[src/rtl/errrec_pkg.sv]
package errrec_pkg;

    localparam int unsigned REG_W  = 32;
    localparam int unsigned CODE_W = 8;
    localparam int unsigned CE_W   = 2;

    // Bit positions software decodes; fixed by the register layout.
    localparam int unsigned POS_VALID = 30;
    localparam int unsigned POS_OVF   = 27;
    localparam int unsigned POS_CE_LO = 24;

    localparam logic [REG_W-1:0] MASK_VALID = REG_W'(1) << POS_VALID;
    localparam logic [REG_W-1:0] MASK_OVF   = REG_W'(1) << POS_OVF;
    localparam logic [REG_W-1:0] MASK_CE    = REG_W'((1 << CE_W) - 1) << POS_CE_LO;
    localparam logic [REG_W-1:0] MASK_CODE  = REG_W'((1 << CODE_W) - 1);
    localparam logic [REG_W-1:0] MASK_RSV   =
        ~(MASK_VALID | MASK_OVF | MASK_CE | MASK_CODE);

    localparam logic [CE_W-1:0] CE_RECORDED = 2'b10;
    localparam logic [CE_W-1:0] CE_CLEAR    = 2'b11;
    localparam logic [CE_W-1:0] CE_NONE     = 2'b00;

    // Flag state held by the register.
    typedef struct packed {
        logic            valid;
        logic            ovf;
        logic [CE_W-1:0] ce;
    } flags_t;

    // What an accepted write asks for, before guards apply.
    typedef struct packed {
        logic wr;
        logic req_valid_clr;
        logic req_ovf_clr;
        logic req_ce_clr;
    } wr_intent_t;

    function automatic wr_intent_t decode_write(input logic wr,
                                                input logic [REG_W-1:0] data);
        wr_intent_t t;
        t.wr            = wr;
        t.req_valid_clr = wr && ((data & MASK_VALID) != '0);
        t.req_ovf_clr   = wr && ((data & MASK_OVF) != '0);
        t.req_ce_clr    = wr && ((data & MASK_CE) == MASK_CE);
        return t;
    endfunction

    function automatic logic [REG_W-1:0] pack_word(input flags_t f,
                                                  input logic [CODE_W-1:0] code);
        logic [REG_W-1:0] w;
        w = '0;
        w[POS_VALID]                   = f.valid;
        w[POS_OVF]                     = f.ovf;
        w[POS_CE_LO +: CE_W]           = f.ce;
        w[CODE_W-1:0]                  = code;
        return w;
    endfunction

endpackage

[src/rtl/errrec_access.sv]
module errrec_access
    import errrec_pkg::*;
(
    input  logic             sel_i,
    input  logic             we_i,
    input  logic             ns_i,
    input  logic             ns_allow_i,
    input  logic [REG_W-1:0] wdata_i,
    output logic             rd_ok_o,
    output wr_intent_t       intent_o
);

    logic granted;

    // A non-secure access is dropped unless explicitly allowed.
    always_comb begin
        granted  = sel_i && (!ns_i || ns_allow_i);
        rd_ok_o  = granted && !we_i;
        intent_o = decode_write(granted && we_i, wdata_i);
    end

endmodule

[src/rtl/errrec_flags.sv]
module errrec_flags
    import errrec_pkg::*;
(
    input  logic       clk,
    input  logic       rst,
    input  logic       err_i,
    input  wr_intent_t intent_i,
    output flags_t     flags_o,
    output logic       valid_clr_o
);

    flags_t q;
    logic   ovf_clr, ce_clr, valid_clr;
    logic   ce_busy;

    always_comb begin
        ce_busy   = (q.ce != CE_NONE);
        ovf_clr   = intent_i.req_ovf_clr;
        // Field clear is held off while overflow stays set.
        ce_clr    = intent_i.req_ce_clr && (!q.ovf || ovf_clr);
        // Valid clear is held off while the field stays set.
        valid_clr = intent_i.req_valid_clr && (!ce_busy || ce_clr);
    end

    always_ff @(posedge clk) begin
        if (rst) begin
            q <= '0;
        end else begin
            if (err_i) begin
                q.valid <= 1'b1;
                q.ce    <= CE_RECORDED;
                if (ce_busy) q.ovf <= 1'b1;
                else if (ovf_clr) q.ovf <= 1'b0;
            end else begin
                if (valid_clr) q.valid <= 1'b0;
                if (ce_clr)    q.ce    <= CE_NONE;
                if (ovf_clr)   q.ovf   <= 1'b0;
            end
        end
    end

    assign flags_o     = q;
    assign valid_clr_o = valid_clr;

    assert_valid_set_R2: assert property (@(posedge clk) disable iff (rst)
        err_i |=> q.valid);

    assert_ce_set_R4: assert property (@(posedge clk) disable iff (rst)
        err_i |=> q.ce == CE_RECORDED);

    assert_ce_legal_R4: assert property (@(posedge clk) disable iff (rst)
        q.ce == CE_NONE || q.ce == CE_RECORDED);

    assert_no_lost_ovf_R3: assert property (@(posedge clk) disable iff (rst)
        err_i && q.ce != CE_NONE |=> q.ovf);

    assert_ce_guard_R5: assert property (@(posedge clk) disable iff (rst)
        q.ovf && intent_i.req_ce_clr && !intent_i.req_ovf_clr
        |=> q.ce == $past(q.ce));

    assert_valid_guard_R6: assert property (@(posedge clk) disable iff (rst)
        q.ce != CE_NONE && intent_i.req_valid_clr && !intent_i.req_ce_clr
        |=> q.valid);

endmodule

[src/rtl/errrec_code.sv]
module errrec_code
    import errrec_pkg::*;
(
    input  logic              clk,
    input  logic              rst,
    input  logic              err_i,
    input  logic [CODE_W-1:0] err_code_i,
    input  logic              valid_i,
    input  logic              valid_clr_i,
    output logic [CODE_W-1:0] code_o
);

    logic [CODE_W-1:0] code_q;
    logic              capture, wipe;

    always_comb begin
        capture = err_i && (!valid_i || valid_clr_i);
        wipe    = valid_clr_i && !err_i;
    end

    always_ff @(posedge clk) begin
        if (rst)          code_q <= '0;
        else if (capture) code_q <= err_code_i;
        else if (wipe)    code_q <= '0;
    end

    assign code_o = code_q;

    assert_code_frozen_R7: assert property (@(posedge clk) disable iff (rst)
        valid_i && !valid_clr_i |=> $stable(code_q));

    assert_code_zero_R7: assert property (@(posedge clk) disable iff (rst)
        !valid_i |-> code_q == '0);

endmodule

[src/rtl/errrec_status.sv]
module errrec_status
    import errrec_pkg::*;
(
    input  logic              clk,
    input  logic              rst,
    input  logic              err_valid_i,
    input  logic [CODE_W-1:0] err_code_i,
    input  logic              ns_allow_i,
    input  logic              reg_sel_i,
    input  logic              reg_we_i,
    input  logic              reg_ns_i,
    input  logic [REG_W-1:0]  reg_wdata_i,
    output logic [REG_W-1:0]  reg_rdata_o
);

    wr_intent_t        intent;
    flags_t            flags;
    logic              rd_ok;
    logic              valid_clr;
    logic [CODE_W-1:0] code;

    errrec_access u_access (
        .sel_i      (reg_sel_i),
        .we_i       (reg_we_i),
        .ns_i       (reg_ns_i),
        .ns_allow_i (ns_allow_i),
        .wdata_i    (reg_wdata_i),
        .rd_ok_o    (rd_ok),
        .intent_o   (intent)
    );

    errrec_flags u_flags (
        .clk         (clk),
        .rst         (rst),
        .err_i       (err_valid_i),
        .intent_i    (intent),
        .flags_o     (flags),
        .valid_clr_o (valid_clr)
    );

    errrec_code u_code (
        .clk         (clk),
        .rst         (rst),
        .err_i       (err_valid_i),
        .err_code_i  (err_code_i),
        .valid_i     (flags.valid),
        .valid_clr_i (valid_clr),
        .code_o      (code)
    );

    assign reg_rdata_o = rd_ok ? pack_word(flags, code) : '0;

    assert_reserved_zero_R1: assert property (@(posedge clk) disable iff (rst)
        (reg_rdata_o & MASK_RSV) == '0);

    assert_ns_blocked_R8: assert property (@(posedge clk) disable iff (rst)
        reg_sel_i && reg_ns_i && !ns_allow_i |-> reg_rdata_o == '0);

    assert_unselected_R10: assert property (@(posedge clk) disable iff (rst)
        !reg_sel_i |-> reg_rdata_o == '0);

endmodule

[config.mk]
export PLATFORM = sky130hd
export DESIGN_NAME = errrec_status
export DESIGN_NICKNAME = d
export VERILOG_FILES = /design/src/rtl/errrec_pkg.sv /design/src/rtl/errrec_access.sv /design/src/rtl/errrec_flags.sv /design/src/rtl/errrec_code.sv /design/src/rtl/errrec_status.sv
export SDC_FILE = /design/constraint.sdc
export NUM_CORES = 1
export LEC_CHECK = 0
export BUFFER_PORTS_ARGS = -buffer_cell sky130_fd_sc_hd__buf_2
export CORE_MARGIN = 4
export CORE_UTILIZATION = 32
export DETAILED_ROUTE_END_ITERATION = 8
export PLACE_DENSITY = 0.74
export SLEW_MARGIN = 20
export SYNTH_ARGS = -nofsm -noshare
export SYNTH_HDL_FRONTEND = slang
export SYNTH_HIERARCHICAL = 1
export SYNTH_SLANG_ARGS = --single-unit
[constraint.sdc]
create_clock -name clk -period 1.42 [get_ports clk]
set_input_delay 0.213 -clock clk [delete_from_list [all_inputs] [get_ports clk]]
set_output_delay 0.213 -clock clk [all_outputs]
set_load 0.01 [all_outputs]
* Word level (Yosys, flattened, before mapping) *
Index checks and enable logic that the tools add are counted.

storage, ports and cells
  register bits after elaboration = 11
  bits of input ports = 47
  output and inout port bits = 32

cells by class
  equality and inequality tests = 1
  multiplexer cells = 8
  reductions and logical operators = 23

operators with widths
  kind                number
  $mux 31             1
  $mux 8              2
  $logic_and 1x1->1   10
  $logic_not 1->1     6
  $reduce_bool 2->1   3
  $logic_or 1x1->1    4
  $mux 4              1
  $mux 1              3
  $eq 2x2->1 const B  1
  $mux 2              1

* Depth between registers and ports, before layout *
Gate-level depths: netlist (run 1).

  depth in word-level cells = 12
  gate-level depth with buffers = 7
  mapped depth without buffers = 7

* Cells and area by module *
The synthesis (run 1) kept the hierarchy.

modules (own cells, without submodules)
  module         times used  cells each  area an instance (um^2)
  errrec_code    1           36          335.3
  errrec_status  1           34          250.2
  errrec_flags   1           18          155.1
  errrec_access  1           8           52.6

* Worst setup path before layout (run 1) *
OpenSTA, ideal clock, no wires.

  kind = input-to-reg
  start = input port reg_ns_i
  end = register u_code.code_q[6], in the netlist u_code/code_o[6]
  library setup time = 0.092 ns
  arrival time = 1.318 ns
  data required time = 1.328 ns
  setup slack = 0.009 ns
  stages on the path = 7
  cells stage by stage = nor2b_4 nor3b_1 nand2b_4 a21bo_1 and2_1 a21o_1 o32ai_1

RTL lines
  what                  RTL line             text
  from (decl)           errrec_status.sv:11  input logic reg_ns_i,
  to (signal assigned)  errrec_code.sv:23    else if (capture) code_q <= err_code_i;
  to (decl)             errrec_code.sv:13    logic [CODE_W-1:0] code_q;

==> results.py, run 1 <==
metrics = {
    "final_layout": {
        "nets": 174,
        "drive_gt1_share_pct": 39.7,
        "fin_cells": 154,
        "areaGrowthSynthToFinish_pct": 17.3,
        "fin_area_um2": 926,
        "n_antenna_cell": 0,
        "fill_cells": 246,
        "fin_util_pct": 40.7,
    },
    "job": {
        "maxCapViolations": 0,
    },
    "worst_hold_path": {
        "min_to": "u_code/code_o[0]",
        "hold_path.startpoint": "err_code_i[0]",
        "hold_class": "primary input to register",
        "whs_path_depth": 3,
    },
    "clock_tree": {
        "path_clk_slew_ns": 0.07,
        "root_buffer": "clkbuf_4",
        "ctsLongestPathBuffers": 2,
        "insertion_delay_ns": 0.26,
        "cts_buffers": 3,
        "cts_sinks": 11,
        "cts_setup_buffers": 0,
        "h-tree-depth": 1,
        "cts_hold_buf": 0,
        "cts_tree": "yes",
    },
    "run_status": {
        "status": "finished clean",
    },
    "route": {
        "wl_per_cell_um": 11.0,
        "viasPerCell": 4.26,
        "drtIter0Drc": 6,
        "drtPass1Iterations": 6,
        "antenna_left": 0,
        "totalWireLength_um": 1700,
        "vias": 656,
        "route.detailed.drc": 0,
    },
    "critical_path": {
        "crit_path_max_fanout": 8,
        "r2r_cells": 5,
        "critPathMaxStageDelay_ns": 0.23,
        "rr_endpoint": "u_code/code_o[2]",
        "cp_top_family": "compound AO/OA/AOI/OAI gates",
        "worstSetupPathType": "primary input to register",
        "crit_buf_inv": 1,
        "path_cells": "buf_2 -> nor2b_4 -> nor3b_1 -> nand2b_4 -> a21bo_1 -> and2_1 -> a21o_4 -> o32ai_1",
        "rrSetupSlack_ns": 0.05,
        "cpMaxStageDelayCell": "a21o_4",
        "cp-start-kind": "primary input",
        "r2r-start": "u_flags/flags_o[2]",
        "required_ns": 1.58,
        "critPathArrivalTime_ns": 1.55,
        "endpoint_kind": "register",
    },
    "timing": {
        "hold_viol": 0,
        "final-setup-viol-count": 0,
        "min_period_ns": 1.38,
        "tns_ns": 0,
        "fin_crit_sh_pct": 97.5,
        "finalMaxSlewViolations": 0,
        "fmax_mhz": 723,
        "setup_slack_ns": 0.0359,
        "clock_skew_ns": 0.000776,
        "hold_ws_ns": 0.226,
    },
    "die": {
        "rows": 17,
        "core-area_mm2": 0.00228,
        "die_x_um": 57.7,
        "ioPinCount": 79,
        "initial_utilization_pct": 34.7,
        "die_area_mm2": 0.00333,
        "die_h_um": 57.7,
    },
    "placed_design": {
        "place_inst": 150,
        "io_buffers": 29,
        "place_congestion": 0.848,
        "placed_area_um2": 882,
        "place_ws_ns": -0.238,
        "post-dp-hpwl_um": 1270,
    },
    "grt": {
        "grt_pass1_vias": 605,
        "grt_max_degree": 21,
        "grt_overflow": 0,
        "grt_usage_pct": 9.65,
        "grt_pass1_wl_um": 2510,
        "antenna_found_initial": 0,
    },
    "power": {
        "p_per_area_mw_per_mm2": 773,
        "p_seq_share_pct": 48.1,
        "power.net_switching_mw": 0.204,
        "p_total_mw": 0.715,
        "power_switching_share_pct": 28.5,
        "internal-power_mw": 0.512,
        "peakVddDrop_v": 0.000342,
        "p_leak_nw": 0.471,
        "power.share.clock_pct": 28.7,
        "p_comb_share_pct": 23.2,
    },
    "synth": {
        "yosysWarnings": 6,
        "synth_area_um2": 790,
        "synth_cells": 95,
        "avgSynthCellArea_um2": 8.31,
    },
}
layout by cell type, fill, tap and decap left out:
master    instances
a21oi_1           3
a41o_1            1
clkbuf_1          1
nand2b_4          1
a21o_4            1
dfxtp_1           9
o21ai_2           1
clkbuf_4          3
dfxtp_2           2
o32ai_2           1
nor3_1            1
and2_2            8
nor3b_1           3
nor2b_4           1
o32ai_1           7
buf_4             3
a21bo_1           1
inv_1            11
nand2b_1          9
conb_1           21
nand2_1           4
and2_1            5
buf_2            29
what timing repair did:
| item | 4_1_cts | 5_1_grt |
|---|---|---|
| cloned | 0 | 0 |
| hold endpoints to repair | 0 | 0 |
| gates resized for setup | 1 | 4 |
| setup endpoints to repair | 1 | 8 |
sequential cells by signal (all words and copies together), names as in the netlist:
name             cells
u_code/code_o        8
u_flags/flags_o      3
worst register-to-register path: stages, from the launching register on:
cell and delay, ns:
dfxtp_2 0.35, nand2b_4 0.06, a21bo_1 0.21, and2_1 0.19
a21o_4 0.23, o32ai_1 0.23
how the worst max path moves through the flow:
stage,to,slack [ns],cells past startpoint,startpoint
2_1_floorplan,u_code/code_o[6],0.03,7,reg_ns_i
3_3_place_gp,u_code/code_o[5],-0.17,8,ns_allow_i
3_5_place_dp,u_code/code_o[2],-0.24,8,ns_allow_i
4_1_cts,u_code/code_o[2],0.01,5,u_flags/flags_o[2]
5_1_grt,u_code/code_o[2],-0.004,8,ns_allow_i
6_report,u_code/code_o[2],0.04,8,ns_allow_i
final cells by class:
| type | count | area [um^2] | area share [%] |
|---|---|---|---|
| clock buffer | 4 | 26.3 | 2.84 |
| sequential | 11 | 223 | 24.1 |
| inverter | 11 | 41.3 | 4.46 |
| timing repair buffer | 32 | 168 | 18.1 |
| multi-input combinational | 68 | 433 | 46.8 |
| tap | 28 | 35.0 | 3.78 |
metal layers:
layer	routed length (um)	vias up	track usage, %
met5	0	-	0
met4	25	0	5.96
met3	168	4	3.56
met2	862	32	17.1
met1	640	293	9.43
li1	-	327	-
power by group through the flow:
| stage | logic, mW | registers [mW] | clock network, mW |
|---|---|---|---|
| floorplan | 0.148 | 0.347 | 0 |
| global placement | 0.151 | 0.348 | 0 |
| detailed placement | 0.156 | 0.350 | 0 |
| CTS | 0.157 | 0.342 | 0.215 |
| global route | 0.184 | 0.346 | 0.236 |
| finish | 0.166 | 0.344 | 0.205 |
Note: power is estimated with default switching activity, not from simulation.
==> inputs of run 2 (changes only) <==
--- a/config.mk
+++ b/config.mk
@@ -5,11 +5,12 @@
 export SDC_FILE = /design/constraint.sdc
 export NUM_CORES = 1
 export LEC_CHECK = 0
+export ABC_AREA = 1
 export BUFFER_PORTS_ARGS = -buffer_cell sky130_fd_sc_hd__buf_2
 export CORE_MARGIN = 4
-export CORE_UTILIZATION = 32
+export CORE_UTILIZATION = 31
 export DETAILED_ROUTE_END_ITERATION = 8
-export PLACE_DENSITY = 0.74
+export PLACE_DENSITY = 0.73
 export SLEW_MARGIN = 20
 export SYNTH_ARGS = -nofsm -noshare
 export SYNTH_HDL_FRONTEND = slang
==> run 2 against run 1 <==
Cell count is 12% higher. Global-route usage down 0.42 points. Register-to-register slack improved by 0.24 ns. Critical path depth unchanged. Clock power grew 3%. Combinational power decreased by 14%. Sequential cell count stayed put. Sequential share of layout area is 0.95 points higher. Area after synthesis down 3.2%. First-iteration DRC count grew to 3.8 times the previous value. Setup slack improved by 0.24 ns. Sequential power decreased by 1%.
==> results.py, run 2 <==
metrics = {
    "run_status": {
        "status": "finished clean",
    },
    "synth": {
        "synth_cells": 113,
        "avgSynthCellArea_um2": 6.77,
        "synth_area_um2": 764,
        "yosysWarnings": 6,
    },
    "placed_design": {
        "placed_area_um2": 855,
        "io_buffers": 29,
        "place_congestion": 0.712,
        "post-dp-hpwl_um": 1310,
    },
    "power": {
        "p_per_area_mw_per_mm2": 786,
        "p_comb_share_pct": 20.5,
        "power_switching_share_pct": 29.4,
        "p_leak_nw": 0.556,
        "power.share.clock_pct": 30.5,
        "p_seq_share_pct": 49.0,
        "internal-power_mw": 0.489,
        "power.net_switching_mw": 0.203,
        "peakVddDrop_v": 0.000303,
    },
    "final_layout": {
        "mostFrequentLayoutCells": "buf_2, conb_1, inv_1",
        "nets": 192,
        "largest_register_ff_count": 8,
        "areaGrowthSynthToFinish_pct": 15.2,
        "fill_cells": 260,
        "layout_commonest_cell": "buf_2",
        "fin_area_um2": 881,
        "n_antenna_cell": 0,
        "drive_gt1_share_pct": 32.6,
    },
    "route": {
        "totalWireLength_um": 1550,
        "route.detailed.drc": 0,
        "drtPass1Iterations": 4,
        "wl_per_cell_um": 9.00,
        "antenna_left": 0,
        "drtIter0Drc": 23,
        "viasPerCell": 3.96,
        "vias": 681,
    },
    "die": {
        "core-area_mm2": 0.00228,
        "rows": 17,
        "ioPinCount": 79,
        "die_x_um": 57.7,
        "initial_utilization_pct": 33.6,
        "die_area_mm2": 0.00332,
        "die_h_um": 57.7,
    },
    "clock_tree": {
        "insertion_delay_ns": 0.26,
        "h-tree-depth": 1,
        "cts_hold_buf": 0,
        "cts_setup_buffers": 0,
        "path_clk_slew_ns": 0.07,
        "root_buffer": "clkbuf_4",
        "cts_buffers": 3,
        "ctsLongestPathBuffers": 2,
        "cts_resized": 0,
        "cts_tree": "yes",
        "cts_sinks": 11,
    },
    "critical_path": {
        "endpoint_kind": "output pin",
        "crit_buf_inv": 4,
        "worstSetupPathType": "primary input to output pin",
        "cpMaxStageDelayCell": "buf_4",
        "required_ns": 1.21,
        "crit_path_max_fanout": 6,
        "critPathMaxStageDelay_ns": 0.16,
        "cp-start-kind": "primary input",
        "path_cells": "buf_2 -> nand2_2 -> nand2_1 -> nor2_1 -> buf_4 -> nand2_1 -> inv_1 -> buf_2",
        "crit_start": "reg_ns_i",
        "critPathArrivalTime_ns": 0.93,
        "rrSetupSlack_ns": 0.29,
        "cp_top_family": "buffers and inverters",
        "r2r-start": "u_flags/flags_o[2]",
    },
    "job": {
        "maxCapViolations": 0,
    },
    "worst_hold_path": {
        "hold_class": "primary input to register",
        "hold_path.startpoint": "err_code_i[4]",
    },
    "timing": {
        "hold_viol": 0,
        "final-setup-viol-count": 0,
        "min_period_ns": 1.14,
        "tns_ns": 0,
        "fin_crit_sh_pct": 80.6,
        "fmax_mhz": 874,
        "clock_skew_ns": 0.00428,
        "finalMaxSlewViolations": 0,
        "grt_setup_unrepaired": "no",
    },
    "grt": {
        "grt_pass1_vias": 619,
        "grt_max_degree": 12,
        "grt_overflow": 0,
        "antenna_found_initial": 0,
        "grt_pass1_wl_um": 2410,
        "grt_usage_pct": 9.23,
    },
}
-- run 2: cell type report --
| type | count | area (um^2) | area share, % |
|---|---|---|---|
| flip-flops and latches | 11 | 220 | 25.0 |
| well taps | 28 | 35.0 | 3.98 |
| clock buffers | 4 | 26.3 | 2.98 |
| multi-input cells | 76 | 349 | 39.6 |
| inverters | 20 | 75.1 | 8.52 |
| repair buffers | 33 | 175 | 19.9 |
-- run 2: path summary, 6_finish.rpt --
check / to / cells past startpoint
hold / removal: u_code/code_o[4] / 3
setup reg to reg: u_code/code_o[2] / 9
setup / recovery: reg_rdata_o[3] / 8
hold reg to reg: u_code/code_o[6] / 2
-- run 2: layer usage --
metal	vias up	global-route usage (%)	share of wire [%]
li1	362	-	-
met5	-	0	0
met4	0	6.95	2.6
met2	27	16.0	50
met3	4	2.00	8.6
met1	288	9.68	39
-- run 2: metrics by stage --
step           hold slack, ns  worst slack (ns)  power, mW  utilization (%)  std cells
6_report                0.218             0.275      0.692             38.7        172
5_1_grt                 0.222             0.105      0.736             38.7        172
4_1_cts                 0.214             0.264      0.698             38.7        172
3_5_place_dp            0.474           0.00117      0.488             37.5        168
3_3_place_gp            0.470            0.0432      0.486             37.5        168
2_1_floorplan           0.275             0.224      0.486                -        132
-- run 2: power by group through the flow --
stage	sequential [mW]	clock, mW	combinational [mW]
6_report	0.339	0.211	0.142
5_1_grt	0.342	0.233	0.162
4_1_cts	0.339	0.218	0.142
3_5_place_dp	0.346	0	0.141
3_3_place_gp	0.346	0	0.140
2_1_floorplan	0.344	0	0.142
-- run 2: worst min-delay path, stage by stage --
cell,delay (ns)
buf_2,0.10
nand3_1,0.07
a21oi_1,0.06
==> inputs of run 3 (changes only) <==
--- a/config.mk
+++ b/config.mk
@@ -8,9 +8,9 @@
 export ABC_AREA = 1
 export BUFFER_PORTS_ARGS = -buffer_cell sky130_fd_sc_hd__buf_2
 export CORE_MARGIN = 4
-export CORE_UTILIZATION = 31
+export CORE_UTILIZATION = 35
 export DETAILED_ROUTE_END_ITERATION = 8
-export PLACE_DENSITY = 0.73
+export PLACE_DENSITY = 0.78
 export SLEW_MARGIN = 20
 export SYNTH_ARGS = -nofsm -noshare
 export SYNTH_HDL_FRONTEND = slang
==> constraint.sdc (replaced) <==
create_clock -name clk -period 1.15 [get_ports clk]
set_input_delay 0.1725 -clock clk [delete_from_list [all_inputs] [get_ports clk]]
set_output_delay 0.1725 -clock clk [all_outputs]
set_load 0.01 [all_outputs]
==> run 3 against run 2 <==
Cell count increased by 0.58%. Critical path type is now register to output pin. Clock power increased by 23%. Setup slack worse by 0.21 ns.
==> results.py, run 3 (same netlist as run 2, synthesis figures left out) <==
metrics = {
    "run_status": {
        "status": "finished clean",
    },
    "power": {
        "p_leak_nw": 0.568,
        "internal-power_mw": 0.615,
        "p_comb_share_pct": 21.8,
        "power_switching_share_pct": 29.5,
        "peakVddDrop_v": 0.000631,
        "p_seq_share_pct": 48.4,
        "p_per_area_mw_per_mm2": 951,
        "power.net_switching_mw": 0.258,
        "power.share.clock_pct": 29.7,
    },
    "critical_path": {
        "crit_start": "u_flags/flags_o[3]",
        "cpMaxStageDelayCell": "dfxtp_2",
        "worstSetupPathType": "register to output pin",
        "critPathArrivalTime_ns": 0.91,
        "crit_buf_inv": 2,
        "crit_path_max_fanout": 4,
        "critPathMaxStageDelay_ns": 0.41,
        "cp-start-kind": "register",
        "r2r-start": "u_flags/flags_o[2]",
        "endpoint_kind": "output pin",
        "required_ns": 0.98,
        "path_cells": "nand2_1 -> inv_1 -> buf_2",
        "cp_top_family": "flip-flops",
    },
    "grt": {
        "grt_pass1_vias": 593,
        "grt_max_degree": 12,
        "antenna_found_initial": 0,
        "grt_overflow": 0,
        "grt_usage_pct": 11.2,
        "grt_pass1_wl_um": 2460,
    },
    "final_layout": {
        "fill_cells": 242,
        "areaGrowthSynthToFinish_pct": 20.1,
        "drive_gt1_share_pct": 36.3,
        "nets": 194,
        "largest_register_ff_count": 8,
        "layout_commonest_cell": "buf_2",
        "n_antenna_cell": 0,
        "fin_area_um2": 918,
        "mostFrequentLayoutCells": "buf_2, conb_1, inv_1",
    },
    "timing": {
        "finalMaxSlewViolations": 0,
        "final-setup-viol-count": 0,
        "hold_viol": 0,
        "fmax_mhz": 924,
        "fin_crit_sh_pct": 94.1,
        "min_period_ns": 1.08,
        "hold_ws_ns": 0.170,
        "grt_setup_unrepaired": "yes",
        "clock_skew_ns": 0.00406,
    },
    "route": {
        "wl_per_cell_um": 9.25,
        "drtPass1Iterations": 2,
        "vias": 715,
        "route.detailed.drc": 0,
        "drtIter0Drc": 3,
        "totalWireLength_um": 1600,
        "antenna_left": 0,
        "viasPerCell": 4.13,
    },
    "die": {
        "core-area_mm2": 0.00202,
        "ioPinCount": 79,
        "die_x_um": 54.7,
        "die_area_mm2": 0.00300,
        "die_h_um": 54.7,
        "rows": 16,
        "initial_utilization_pct": 37.8,
    },
    "placed_design": {
        "io_buffers": 29,
        "placed_area_um2": 873,
        "post-dp-hpwl_um": 1340,
        "place_congestion": 0.733,
    },
    "clock_tree": {
        "cts_buffers": 3,
        "path_clk_slew_ns": 0.07,
        "h-tree-depth": 1,
        "insertion_delay_ns": 0.26,
        "cts_sinks": 11,
        "cts_hold_buf": 0,
        "ctsLongestPathBuffers": 2,
        "cts_tree": "yes",
        "root_buffer": "clkbuf_4",
    },
    "worst_hold_path": {
        "hold_path.startpoint": "err_code_i[2]",
        "hold_class": "primary input to register",
    },
    "job": {
        "maxCapViolations": 0,
    },
}
run 3: cell types whose count changed in the layout (fill, tap and decap cells not counted), sizes merged:
cell  change
buf       +2
run 3: layer usage:
| metal | vias to the layer above | wire length, um | share of wire [%] | GRT usage (%) |
|---|---|---|---|---|
| met5 | - | 0 | 0 | 0 |
| met4 | 0 | 0 | 0 | 3.73 |
| li1 | 369 | - | - | - |
| met3 | 0 | 136 | 8.5 | 1.63 |
| met2 | 28 | 855 | 53 | 22.4 |
| met1 | 318 | 609 | 38 | 11.4 |
run 3: final timing paths:
| kind | to | cells after the start | slack (ns) |
|---|---|---|---|
| worst min-delay path | u_code/code_o[2] | 3 | 0.17 |
| worst max-delay path | reg_rdata_o[30] | 3 | 0.07 |
| worst min register to register | u_code/code_o[3] | 2 | 0.49 |
| worst max register to register | u_code/code_o[4] | 9 | 0.09 |
run 3: tightest hold or removal path: stages:
cell and delay [ns]:
buf_2 0.09, nand3_1 0.07, a21oi_1 0.05
run 3: layout make-up:
type / instances / area [um^2] / area share [%]
Clock buffer: 4 / 26.3 / 2.86
Sequential cell: 11 / 223 / 24.3
Tap cell: 27 / 33.8 / 3.68
Multi-Input combinational cell: 76 / 365 / 39.8
Timing Repair Buffer: 35 / 190 / 20.7
Inverter: 20 / 80.1 / 8.72
run 3: stage by stage:
stage                     instances  TNS (ns)  setup slack [ns]  total power, mW  utilization [%]
after global routing            173   -0.0569           -0.0194            0.927             45.4
after global placement          169     -1.20            -0.151            0.606             43.2
after floorplan                 132         0            0.0245            0.602                -
final                           173         0            0.0677            0.873             45.4
after detailed placement        169     -1.86            -0.242            0.614             43.2
after CTS                       173         0            0.0278            0.871             44.6
run 3: timing repair:
| action | in CTS | in global routing |
|---|---|---|
| gates resized for setup | 2 | 5 |
| pin swaps | 0 | 8 |
| setup buffers | 0 | 0 |
| setup endpoints to repair | 8 | 19 |
run 3: power groups by stage:
stage	registers [mW]	logic, mW	clock network [mW]
2_1_floorplan	0.426	0.176	0
3_3_place_gp	0.428	0.177	0
3_5_place_dp	0.429	0.186	0
4_1_cts	0.420	0.186	0.265
5_1_grt	0.426	0.217	0.284
6_report	0.423	0.191	0.260
